==> src/rtl/sysctl_pkg.sv <==
package sysctl_pkg;

  // Word indices; software depends on these positions.
  localparam int IDX_GPIO_IN  = 0;
  localparam int IDX_GPIO_OUT = 1;
  localparam int IDX_INT_EN   = 2;
  localparam int IDX_CFG_PORT = 16;
  localparam int IDX_SCRATCH  = 20;
  localparam int IDX_LOCK     = 21;
  localparam int IDX_CLK_HZ   = 29;
  localparam int IDX_CAPS     = 30;
  localparam int IDX_SYS_ID   = 31;

  localparam logic [15:0] SHUTDOWN_CMD = 16'h000E;
  localparam logic [31:0] CFG_READY    = 32'h0000_0001;

  typedef enum logic [3:0] {
    SEL_NONE,
    SEL_GPIO_IN,
    SEL_GPIO_OUT,
    SEL_INT_EN,
    SEL_CFG,
    SEL_SCRATCH,
    SEL_LOCK,
    SEL_CLK,
    SEL_CAPS,
    SEL_SYS_ID
  } regSel_e;

  typedef struct packed {
    logic    wrGpioOut;
    logic    wrIntEn;
    logic    wrScratch;
    logic    setLock;
    logic    reqShutdown;
    logic    reqReset;
    regSel_e rdSel;
  } ctrlStrobe_t;

endpackage

==> src/rtl/sysctl_ctrl.sv <==
module sysctl_ctrl
  import sysctl_pkg::*;
#(
  parameter int WORD_W = 5
) (
  input  logic [WORD_W-1:0] wordIdx,
  input  logic              busWrite,
  input  logic [15:0]       cmdBits,
  output ctrlStrobe_t       strb
);

  always_comb begin
    strb       = '0;
    strb.rdSel = SEL_NONE;
    case (int'(wordIdx))
      IDX_GPIO_IN:  strb.rdSel = SEL_GPIO_IN;
      IDX_GPIO_OUT: begin
        strb.rdSel     = SEL_GPIO_OUT;
        strb.wrGpioOut = busWrite;
      end
      IDX_INT_EN: begin
        strb.rdSel   = SEL_INT_EN;
        strb.wrIntEn = busWrite;
      end
      IDX_CFG_PORT: begin
        strb.rdSel       = SEL_CFG;
        strb.reqShutdown = busWrite && (cmdBits == SHUTDOWN_CMD);
      end
      IDX_SCRATCH: begin
        strb.rdSel     = SEL_SCRATCH;
        strb.wrScratch = busWrite;
      end
      IDX_LOCK: begin
        strb.rdSel   = SEL_LOCK;
        strb.setLock = busWrite;
      end
      IDX_CLK_HZ:   strb.rdSel = SEL_CLK;
      IDX_CAPS:     strb.rdSel = SEL_CAPS;
      IDX_SYS_ID: begin
        strb.rdSel    = SEL_SYS_ID;
        strb.reqReset = busWrite;
      end
      default:      strb.rdSel = SEL_NONE;
    endcase
  end

endmodule

==> src/rtl/sysctl_datapath.sv <==
module sysctl_datapath
  import sysctl_pkg::*;
#(
  parameter int               GPIO_W      = 8,
  parameter int               SYNC_STAGES = 2,
  parameter logic [GPIO_W-1:0] GPIO_STRAP = 1,
  parameter logic [31:0]      CLK_HZ      = 32'd80000000,
  parameter logic [31:0]      CAPS        = 32'h0,
  parameter logic [31:0]      SYS_ID      = 32'h10014D31
) (
  input  logic              clk,
  input  logic              rstN,
  input  ctrlStrobe_t       strb,
  input  logic [31:0]       busWdata,
  input  logic [GPIO_W-1:0] gpioPins,
  output logic [31:0]       busRdata,
  output logic [GPIO_W-1:0] gpioOut,
  output logic              gpioIrq,
  output logic              shutdownReq,
  output logic              resetReq
);

  localparam int LAST = SYNC_STAGES - 1;

  logic [SYNC_STAGES-1:0][GPIO_W-1:0] syncQ;
  logic [GPIO_W-1:0] gpioOutQ;
  logic [GPIO_W-1:0] intEnQ;
  logic [31:0]       scratchQ;
  logic              lockQ;
  logic [GPIO_W-1:0] gpioIn;
  logic [GPIO_W-1:0] edgeHit;

  assign gpioIn  = syncQ[LAST];
  assign edgeHit = (syncQ[LAST-1] ^ syncQ[LAST]) & intEnQ;

  always_ff @(posedge clk or negedge rstN) begin
    if (!rstN) begin
      for (int s = 0; s < SYNC_STAGES; s++) syncQ[s] <= GPIO_STRAP;
    end else begin
      syncQ[0] <= gpioPins;
      for (int s = 1; s < SYNC_STAGES; s++) syncQ[s] <= syncQ[s-1];
    end
  end

  always_ff @(posedge clk or negedge rstN) begin
    if (!rstN) begin
      gpioOutQ    <= '0;
      intEnQ      <= '0;
      scratchQ    <= '0;
      lockQ       <= 1'b0;
      gpioIrq     <= 1'b0;
      shutdownReq <= 1'b0;
      resetReq    <= 1'b0;
    end else begin
      if (strb.wrGpioOut) gpioOutQ <= busWdata[GPIO_W-1:0];
      if (strb.wrIntEn)   intEnQ   <= busWdata[GPIO_W-1:0];
      if (strb.wrScratch) scratchQ <= busWdata;
      if (strb.setLock)   lockQ    <= 1'b1;
      gpioIrq     <= |edgeHit;
      shutdownReq <= strb.reqShutdown;
      resetReq    <= strb.reqReset;
    end
  end

  always_comb begin
    case (strb.rdSel)
      SEL_GPIO_IN:  busRdata = 32'(gpioIn);
      SEL_GPIO_OUT: busRdata = 32'(gpioOutQ);
      SEL_INT_EN:   busRdata = 32'(intEnQ);
      SEL_CFG:      busRdata = CFG_READY;
      SEL_SCRATCH:  busRdata = scratchQ;
      SEL_LOCK:     busRdata = {31'b0, lockQ};
      SEL_CLK:      busRdata = CLK_HZ;
      SEL_CAPS:     busRdata = CAPS;
      SEL_SYS_ID:   busRdata = SYS_ID;
      default:      busRdata = 32'h0;
    endcase
  end

  assign gpioOut = gpioOutQ;

endmodule

==> src/rtl/sysctl_regbank.sv <==
module sysctl_regbank
  import sysctl_pkg::*;
#(
  parameter int                ADDR_W      = 7,
  parameter int                GPIO_W      = 8,
  parameter int                SYNC_STAGES = 2,
  parameter logic [GPIO_W-1:0] GPIO_STRAP  = 1,
  parameter logic [31:0]       CLK_HZ      = 32'd80000000,
  parameter logic [31:0]       CAPS        = 32'h0,
  parameter logic [31:0]       SYS_ID      = 32'h10014D31
) (
  input  logic              clk,
  input  logic              rstN,
  input  logic [ADDR_W-1:0] busAddr,
  input  logic              busWrite,
  input  logic [31:0]       busWdata,
  output logic [31:0]       busRdata,
  input  logic [GPIO_W-1:0] gpioPins,
  output logic [GPIO_W-1:0] gpioOut,
  output logic              gpioIrq,
  output logic              shutdownReq,
  output logic              resetReq
);

  localparam int WORD_W = ADDR_W - 2;

  logic [WORD_W-1:0] wordIdx;
  logic              unusedAddrLsb;
  ctrlStrobe_t       strb;

  assign wordIdx       = busAddr[ADDR_W-1:2];
  assign unusedAddrLsb = ^busAddr[1:0];

  sysctl_ctrl #(.WORD_W(WORD_W)) u_ctrl (
    .wordIdx (wordIdx),
    .busWrite(busWrite),
    .cmdBits (busWdata[15:0]),
    .strb    (strb)
  );

  sysctl_datapath #(
    .GPIO_W     (GPIO_W),
    .SYNC_STAGES(SYNC_STAGES),
    .GPIO_STRAP (GPIO_STRAP),
    .CLK_HZ     (CLK_HZ),
    .CAPS       (CAPS),
    .SYS_ID     (SYS_ID)
  ) u_dp (
    .clk        (clk),
    .rstN       (rstN),
    .strb       (strb),
    .busWdata   (busWdata),
    .gpioPins   (gpioPins),
    .busRdata   (busRdata),
    .gpioOut    (gpioOut),
    .gpioIrq    (gpioIrq),
    .shutdownReq(shutdownReq),
    .resetReq   (resetReq)
  );

endmodule

==> config.mk <==
export PLATFORM = sky130hd
export DESIGN_NAME = sysctl_regbank
export DESIGN_NICKNAME = d
export VERILOG_FILES = /design/src/rtl/sysctl_pkg.sv /design/src/rtl/sysctl_ctrl.sv /design/src/rtl/sysctl_datapath.sv /design/src/rtl/sysctl_regbank.sv
export SDC_FILE = /design/constraint.sdc
export NUM_CORES = 1
export LEC_CHECK = 0
export ABC_AREA = 1
export BUFFER_PORTS_ARGS = -buffer_cell sky130_fd_sc_hd__buf_2
export CAP_MARGIN = 20
export CORE_MARGIN = 3
export CORE_UTILIZATION = 30
export DETAILED_ROUTE_END_ITERATION = 7
export PLACE_DENSITY = 0.62
export SLEW_MARGIN = 20
export SYNTH_ARGS = -nofsm -noshare
export SYNTH_HDL_FRONTEND = slang
export SYNTH_HIERARCHICAL = 1
export SYNTH_SLANG_ARGS = --single-unit
==> constraint.sdc <==
create_clock -name clk -period 4.3 [get_ports clk]
set_clock_uncertainty 0.15 [all_clocks]
set_input_delay 0.215 -clock clk [delete_from_list [all_inputs] [get_ports clk]]
set_output_delay 0.215 -clock clk [all_outputs]
set_load 0.01 [all_outputs]
==> flow_summary.yaml, run 1 <==
sta:
  hold_viol_final: 0
  worst_pin_slew_ps: 980
  fin_crit_ps: 2340
  fmax_mhz: 427
  rsz0062_at_grt: "false"
  final.setup.tns_ps: 0
  maxSlewHeadroom_pct: 34.5
  fin_hold_ws_ps: 31.1
  setup_viol: 0
  setup_ws_ps: 1960
  fin_crit_sh_pct: 54.5
  finalMaxSlewViolations: 0
die:
  core_sq_mm: 0.0105
  ios: 93
  num_rows: 37
  initial_core_util_pct: 31.2
  die_w_um: 110
  fp.dieH_um: 110
  die-area_sq_mm: 0.0122
synthesis:
  synth_top_family_by_area: "simple AND/OR/NAND/NOR gates"
  synth_fa_ha_area_share_pct: 0
  syn_inst: 379
  ys_seq_area_share_pct: 52.3
  synth_compound_area_share_pct: 7.33
  synth_simple_gate_area_share_pct: 24.5
  synth.ff_latch_count: 68
  synth_xor_area_share_pct: 0
  syn_area_sq_mm: 0.00326
  synth.area.mux_share_pct: 6.91
  avgSynthCellArea_sq_um: 8.60
  yosysWarnings: 6
  syn_nets: 429
  synth.distinct_cells: 28
clocking:
  cts_tree: "yes"
  htreeDepth: 3
  clk_pin_slew_ps: 60
  cts_root_buf: "clkbuf_8"
  ctsResizeCount: 0
  cts_buffer_depth: 2
  numCtsBuffers: 9
  clk_latency_ps: 340
  post_cts_buffers: 0
  cts_num_sinks: 68
critical_path:
  r2r_slack_ps: 3090
  end_kind: "output port"
  crit_fanout: 25
  path_buf_inv: 3
  cp-start-kind: "primary input"
  critPathArrivalTime_ps: 1980
  rr_endpoint: "u_dp/gpioIrq"
  crit_chain: "buf_2 -> nor2_2 -> nand2_1 -> o21ai_0 -> inv_1 -> nor2_2 -> nand2_4 -> o21ai_0 -> buf_2"
  crit_required_ps: 3930
  worst_path_max_delay_cell: "o21ai_0"
  criticalPathCategory: "primary input to output port"
  critical-path-max-stage-delay_ps: 360
  crit_family: "simple AND/OR/NAND/NOR gates"
  r2r_cells: 5
  reg2reg_from: "u_dp/gpioIn[0]"
routing:
  first_pass_iters: 4
  m1WireLength_mm: 3.77
  wl_met2_mm: 3.93
  top_layer: "met4"
  ant_nets: 0
  drt_iter0_markers: 226
  drc: 0
  wl_per_cell_um: 13.0
  via_count: 2927
  routed_wl_mm: 8.45
  dr_wl_met3_um: 625
  viasPerCell: 4.52
final_layout:
  area_growth_pct: 36.0
  diodes: 0
  layout.nets: 558
  drive_above_1_share_pct: 29.5
  postLayoutCellArea_sq_mm: 0.00443
global_route:
  grt_max_degree: 69
  track_usage_pct: 14.3
  grt-ovfl-total: 0
  grt_first_pass_wirelength_mm: 13.2
  first_global_vias: 2779
  antenna_found_initial: 0
worst_hold_path:
  worstHoldEndpoint: "u_dp/gpioOut[1]"
  hold_depth: 2
  hold_class: "primary input to flop"
  hp-start: "busWdata[1]"
power:
  power_mw: 1.63
  leakagePower_nw: 2.30
  power_density_mw_per_mm2: 368
  ir_drop_mv: 0.148
place:
  place_hpwl_mm: 5.78
  pre_cts_slack_ps: 1940
  gp_congestion: 0.819
  dpl-instance-area_sq_mm: 0.00383
  port_buffers: 90
run:
  drv_cap: 0
status:
  status: "completed"
## flip-flops by register name (all words and copies together), names as in the netlist
signal            flops
u_dp/scratchQ        32
u_dp/gpioIn           8
u_dp/syncQ            8
u_dp/lockQ            1
u_dp/gpioIrq          1
u_dp/shutdownReq      1
u_dp/resetReq         1
u_dp/intEnQ           8
u_dp/gpioOut          8
## routing by layer
metal / track usage (%) / vias to the layer above
met1: 17.9 / 1365
li1: - / 1451
met3: 3.61 / 10
met5: 0 / -
met4: 5.36 / 0
met2: 23.7 / 101
## worst reg2reg max path: stages (launching register included)
cell     delay (ps)
dfstp_2         550
nand2_1          50
nand3_1          80
nand2_1          70
nor2_1          110
nand2_1          80
## synth_stat cells
library cell	number	area share [%]
buf_2	6	0.92
buf_4	2	0.46
buf_6	1	0.35
clkbuf_1	2	0.23
clkinv_1	1	0.12
dfrtp_1	66	51
dfstp_2	2	1.6
inv_1	57	6.6
inv_2	3	0.35
mux2_2	20	6.9
nand2_1	85	9.8
nand2_2	2	0.38
nand2_4	1	0.35
nand3_1	30	4.6
nand3_2	1	0.31
nand3_4	1	0.54
nand4_1	7	1.3
nor2_1	36	4.1
nor2_2	7	1.3
nor2_4	1	0.35
nor2_8	1	0.61
nor3_2	1	0.31
nor3b_1	1	0.23
o211ai_2	1	0.38
o21ai_0	33	5.1
o21ai_1	7	1.1
o21ai_2	3	0.81
or2_2	1	0.19
## final cells by class
class / instances / area (sq um)
clock buffers: 14 / 173
inverters: 61 / 229
flip-flops and latches: 68 / 1700
multi-input cells: 239 / 1270
clock inverters: 1 / 30.0
well taps: 136 / 170
repair buffers: 129 / 856
fillers: 1028 / 6030
## cell usage in the layout (no fill, tap or decap)
cell type | netlist | layout
nand3_2 | 1 | 1
or2_2 | 1 | 1
nor2_8 | 1 | 1
nand3_4 | 1 | 1
nand2_4 | 1 | 1
buf_4 | 2 | 1
clkbuf_1 | 2 | 2
bufinv_16 | 0 | 1
nand2_2 | 2 | 2
o21ai_1 | 7 | 7
nor3b_1 | 1 | 1
clkbuf_8 | 0 | 12
dfstp_2 | 2 | 2
o211ai_2 | 1 | 1
inv_2 | 3 | 3
nor2_2 | 7 | 7
nor3_2 | 1 | 1
inv_1 | 57 | 57
buf_16 | 0 | 1
nand4_1 | 7 | 7
dfrtp_1 | 66 | 66
buf_2 | 6 | 90
clkinv_1 | 1 | 1
nand2_1 | 85 | 85
nor2_4 | 1 | 2
dlygate4sd3_1 | 0 | 37
o21ai_2 | 3 | 3
nor2_1 | 36 | 35
o21ai_0 | 33 | 33
mux2_2 | 20 | 20
nand3_1 | 30 | 30
## where the power goes
group / leakage, nW / total (mW) / internal, mW / switching (mW)
combinational: 1.39 / 0.290 / 0.128 / 0.162
sequential: 0.806 / 0.799 / 0.751 / 0.0478
clock: 0.103 / 0.540 / 0.313 / 0.227
## kinds of logic after synthesis
kind of cell	after synthesis
muxes	20
AOI/OAI and AO/OA	44
buffers and inverters	72
DFF	68
and+or+nand+nor	175
## worst max path at each step
stage	from	to	slack, ps	depth (start not counted)
floorplan	busAddr[3]	busRdata[12]	2500	8
global placement	busAddr[6]	busRdata[0]	1990	9
CTS	busAddr[6]	busRdata[0]	1940	9
finish	busAddr[3]	busRdata[14]	1960	9
detailed placement	busAddr[6]	busRdata[0]	1940	9
global route	busAddr[3]	busRdata[4]	1730	11
## timing repair
action                                  4_1_cts  5_1_grt
endpoints found under the hold margin       102        0
endpoints found under the setup margin        0        0
hold buffers                                 37        0
## per-stage QoR
step	util [%]	cells
final	42.4	648
after floorplan	-	379
after CTS	42.1	647
after global routing	42.4	648
after global placement	36.6	595
after detailed placement	36.6	595
No activity file was read; power rests on OpenSTA's default activity.
==> run 2: changes to the inputs <==
PLACE_DENSITY = 0.64   (was 0.62)
clock period = 1.95 ns   (was 4.3 ns; I/O delays follow)
==> flow_summary.yaml, run 2 (synthesis gave the netlist of run 1 again) <==
global_route:
  grt.busiest_layer: "met2"
  use_met1_pct: 18.5
  grt_max_degree: 45
  track_usage_pct: 15.1
  grtUsageMet2_pct: 25.7
  antenna_found_initial: 0
  grt-ovfl-total: 0
  first_global_vias: 2977
  use_met3_pct: 4.14
  grt_first_pass_wirelength_mm: 14.1
routing:
  routed_wl_mm: 8.92
  viasPerCell: 4.47
  drc: 0
  via_count: 3009
  drt_iter0_markers: 280
  first_pass_iters: 4
  wl_per_cell_um: 13.3
  ant_nets: 0
final_layout:
  mostFrequentLayoutCell: "buf_2"
  largest_reg_flops: 32
  drive_above_1_share_pct: 32.0
  diodes: 0
  final_cell_mix: "buf_2, nand2_1, dfrtp_1"
  regMostFlops: "u_dp/scratchQ"
  area_growth_pct: 44.6
  nFillCells: 994
  postLayoutCellArea_sq_mm: 0.00471
  layout.nets: 582
power:
  p_sw_uw: 993
  ir_drop_mv: 0.343
  p_clk_share_pct: 35.3
  power_mw: 3.78
  seqPwrFrac_pct: 46.7
  combPwrFrac_pct: 17.9
  internal_power_mw: 2.79
  power_density_mw_per_mm2: 802
  sw_frac_of_total_pct: 26.3
  leakagePower_nw: 2.45
clocking:
  numCtsBuffers: 9
  clk_latency_ps: 340
  cts_root_buf: "clkbuf_8"
  cts_buffer_depth: 2
  cts_num_sinks: 68
  htreeDepth: 3
  cts_tree: "yes"
  clk_pin_slew_ps: 70
die:
  num_rows: 37
  die_w_um: 110
  ios: 93
  initial_core_util_pct: 31.2
  die-area_sq_mm: 0.0122
  core_sq_mm: 0.0105
  fp.dieH_um: 110
place:
  place_hpwl_mm: 6.11
  dpl-instance-area_sq_mm: 0.00397
  port_buffers: 90
  gp_congestion: 0.835
critical_path:
  end_kind: "output port"
  worstSetupEndpoint: "busRdata[13]"
  r2r_slack_ps: 740
  r2r_cells: 5
  crit_required_ps: 1700
  cp-startpoint: "busAddr[2]"
  crit_chain: "buf_2 -> inv_2 -> nor2_2 -> nand3_2 -> o21ai_1 -> inv_1 -> nor2_4 -> nand2_2 -> o21ai_1 -> buf_2"
  rr_endpoint: "u_dp/gpioIrq"
  worst_path_max_delay_cell: "nor2_4"
  critical-path-max-stage-delay_ps: 260
  crit_fanout: 8
  reg2reg_from: "u_dp/gpioIn[0]"
  critPathArrivalTime_ps: 1570
  criticalPathCategory: "primary input to output port"
  cp-start-kind: "primary input"
sta:
  fin_crit_sh_pct: 93.3
  final.setup.tns_ps: 0
  worst_pin_slew_ps: 635
  finalMaxSlewViolations: 0
  fin_crit_ps: 1820
  maxSlewHeadroom_pct: 57.7
  fmax_mhz: 550
  setup_viol: 0
  rsz0062_at_grt: "false"
  hold_viol_final: 0
status:
  status: "completed"
run:
  drv_cap: 0
worst_hold_path:
  hold_class: "primary input to flop"
-- run 2: layer usage --
metal	share of wire [%]	wire length [um]
met1	44	3900
met2	48	4320
met3	7.7	685
met4	0.17	15
met5	0	0
-- run 2: final cells by class --
cell class	count	area, sq um	share of cell area (%)
clock inverter	4	70.1	1.49
timing repair buffer	152	1070	22.6
sequential	68	1700	36.2
multi-input combinational	240	1310	27.7
clock buffer	12	165	3.51
inverter	61	229	4.86
tap	136	170	3.61
-- run 2: power groups by stage --
stage	Clock, mW	Combinational (mW)	Sequential (mW)
6_report	1.34	0.678	1.77
3_5_place_dp	0	0.605	1.79
3_3_place_gp	0	0.585	1.78
5_1_grt	1.44	0.771	1.80
4_1_cts	1.38	0.673	1.77
2_1_floorplan	0	0.327	1.79
-- run 2: per-stage QoR --
step                      std cells  worst slack [ps]  hold WS, ps  util [%]
after floorplan                 379               386         -348         -
after detailed placement        610               104         6.86      37.9
after global placement          610               111        -2.40      37.9
final                           673               132         51.4      45.0
after global routing            673              33.2         73.8      45.0
after CTS                       671              83.9         30.4      44.5
-- run 2: what timing repair did --
| action | in CTS | in global routing |
|---|---|---|
| setup endpoints to repair | 0 | 21 |
| gates resized for setup | 0 | 7 |
| setup buffers | 0 | 1 |
| endpoints found under the hold margin | 79 | 0 |
| hold buffers | 45 | 0 |
-- run 2: worst max-delay path: cells and delay by family --
family	cells	cell delay, ps
and+or+nand+nor	4	720
buffers and inverters	4	440
AOI/OAI and AO/OA	2	290
-- run 2: how the worst min path moves through the flow --
stage / from / endpoint / slack [ps] / cells after the start
2_1_floorplan: rstN / u_dp/gpioIn[1] / -350 / 0
3_3_place_gp: rstN / u_dp/scratchQ[10] / -2 / 1
3_5_place_dp: rstN / u_dp/scratchQ[12] / 7 / 1
4_1_cts: busAddr[5] / u_dp/lockQ / 30 / 3
5_1_grt: busAddr[5] / u_dp/lockQ / 70 / 3
6_report: busAddr[5] / u_dp/lockQ / 50 / 3
==> run 3: changes to the inputs <==
PLACE_DENSITY = 0.57   (was 0.64)
==> flow_summary.yaml, run 3 (synthesis gave the netlist of run 1 again) <==
critical_path:
  critical-path-max-stage-delay_ps: 210
  crit_chain: "buf_2 -> inv_2 -> nor2_2 -> nand3_2 -> o21ai_1 -> inv_1 -> nor2_4 -> nand2_8 -> nor2_1 -> nor2_1 -> nand2_1 -> buf_2"
  critPathArrivalTime_ps: 1560
  end_kind: "output port"
  crit_required_ps: 1700
  crit_fanout: 25
  cp-start-kind: "primary input"
  crit_family: "simple AND/OR/NAND/NOR gates"
  criticalPathCategory: "primary input to output port"
  worst_path_max_delay_cell: "nor2_4"
  path_buf_inv: 4
sta:
  fin_crit_sh_pct: 92.4
  fin_crit_ps: 1800
  worst_pin_slew_ps: 491
  fmax_mhz: 555
  maxSlewHeadroom_pct: 67.2
  finalMaxSlewViolations: 0
  setup_viol: 0
  hold_viol_final: 0
clocking:
  cts_num_sinks: 68
  htreeDepth: 3
  post_cts_buffers: 0
  clk_latency_ps: 340
  cts_root_buf: "clkbuf_8"
  clk_pin_slew_ps: 60
  cts_buffer_depth: 2
  numCtsBuffers: 9
  cts_tree: "yes"
final_layout:
  layout.cells.non_filler: 675
  drive_above_1_share_pct: 32.3
  area_growth_pct: 43.4
  regMostFlops: "u_dp/scratchQ"
  diodes: 0
  final_cell_mix: "buf_2, nand2_1, dfrtp_1"
  largest_reg_flops: 32
  mostFrequentLayoutCell: "buf_2"
  nFillCells: 1035
  layout.nets: 584
  postLayoutCellArea_sq_mm: 0.00467
die:
  die_w_um: 110
  num_rows: 37
  ios: 93
  die-area_sq_mm: 0.0122
  core_sq_mm: 0.0105
  fp.dieH_um: 110
  initial_core_util_pct: 31.2
routing:
  wl_per_cell_um: 12.9
  routed_wl_mm: 8.70
  ant_nets: 0
  first_pass_iters: 4
  via_count: 2995
  drc: 0
  drt_iter0_markers: 191
  viasPerCell: 4.44
global_route:
  grt_max_degree: 45
  grt-ovfl-total: 0
  first_global_vias: 2988
  antenna_found_initial: 0
  track_usage_pct: 14.5
  grt_first_pass_wirelength_mm: 13.6
place:
  dpl-instance-area_sq_mm: 0.00399
  gp_congestion: 0.768
  port_buffers: 90
  place_hpwl_mm: 6.19
  placed_cells: 615
worst_hold_path:
  hold_class: "primary input to flop"
run:
  drv_cap: 0
power:
  ir_drop_mv: 0.440
  leakagePower_nw: 2.43
  power_density_mw_per_mm2: 792
status:
  status: "completed"
-- run 3: cell types whose count changed in the layout (fill, tap and decap cells not counted), moves of 2 or more --
cell and delta:
clkbuf_8 -2, clkbuf_1 +2, buf_12 -2, buf_4 +6
-- run 3: final cells by class --
class	instances	area, sq um	share of cell area, %
repair buffers	155	1060	22.7
clock buffers	12	145	3.11
clock inverters	4	72.6	1.55
inverters	61	229	4.90
multi-input cells	239	1290	27.6
well taps	136	170	3.64
flip-flops and latches	68	1700	36.5
-- run 3: timing repair --
| item | 4_1_cts | 5_1_grt |
|---|---|---|
| resized for setup | 0 | 6 |
| hold buffers | 44 | 0 |
| endpoints found under the hold margin | 126 | 0 |
| setup endpoints to repair | 0 | 12 |
-- run 3: worst paths after layout --
check	cells past startpoint	to	slack (ps)	from
hold / removal	5	u_dp/shutdownReq	20	busAddr[6]
max in group asynchronous	3	u_dp/gpioIn[6]	940	rstN
setup reg to reg	5	u_dp/gpioIrq	790	u_dp/syncQ[0]
setup / recovery	12	busRdata[4]	150	busAddr[2]
min in group asynchronous	2	u_dp/scratchQ[15]	110	rstN
hold reg to reg	0	u_dp/gpioIn[0]	230	u_dp/syncQ[0]
-- run 3: report_power, final --
part,internal (mW),switching (mW),leakage (nW)
Sequential,1.66,0.109,0.806
Combinational,0.310,0.364,1.52
Clock,0.754,0.509,0.107
-- run 3: worst reg2reg max path: stages, from the launching register on --
cell and delay, ps:
dfstp_2 540, nand2_1 50, nand3_1 70, nand2_1 70, nor2_1 100, nand2_1 70
-- run 3: metal layers --
layer	vias to the layer above	track usage [%]	part of all wire [%]
li1	1494	-	-
met1	1380	18.2	46
met2	106	25.0	46
met3	15	3.26	6.6
met4	0	3.96	1.1
met5	-	0	0
-- run 3: stage by stage --
step | hold slack (ps) | TNS (ps) | utilization (%) | setup WS (ps) | power, mW
after floorplan | -348 | 0 | - | 386 | 2.11
after global placement | -59.0 | 0 | 38.2 | 89.4 | 2.38
after detailed placement | -60.4 | 0 | 38.2 | 79.6 | 2.40
after CTS | 2.20 | 0 | 44.5 | 75.9 | 3.76
after global routing | 75.7 | -5.06 | 44.7 | -5.06 | 3.93
final | 23.4 | 0 | 44.7 | 147 | 3.70
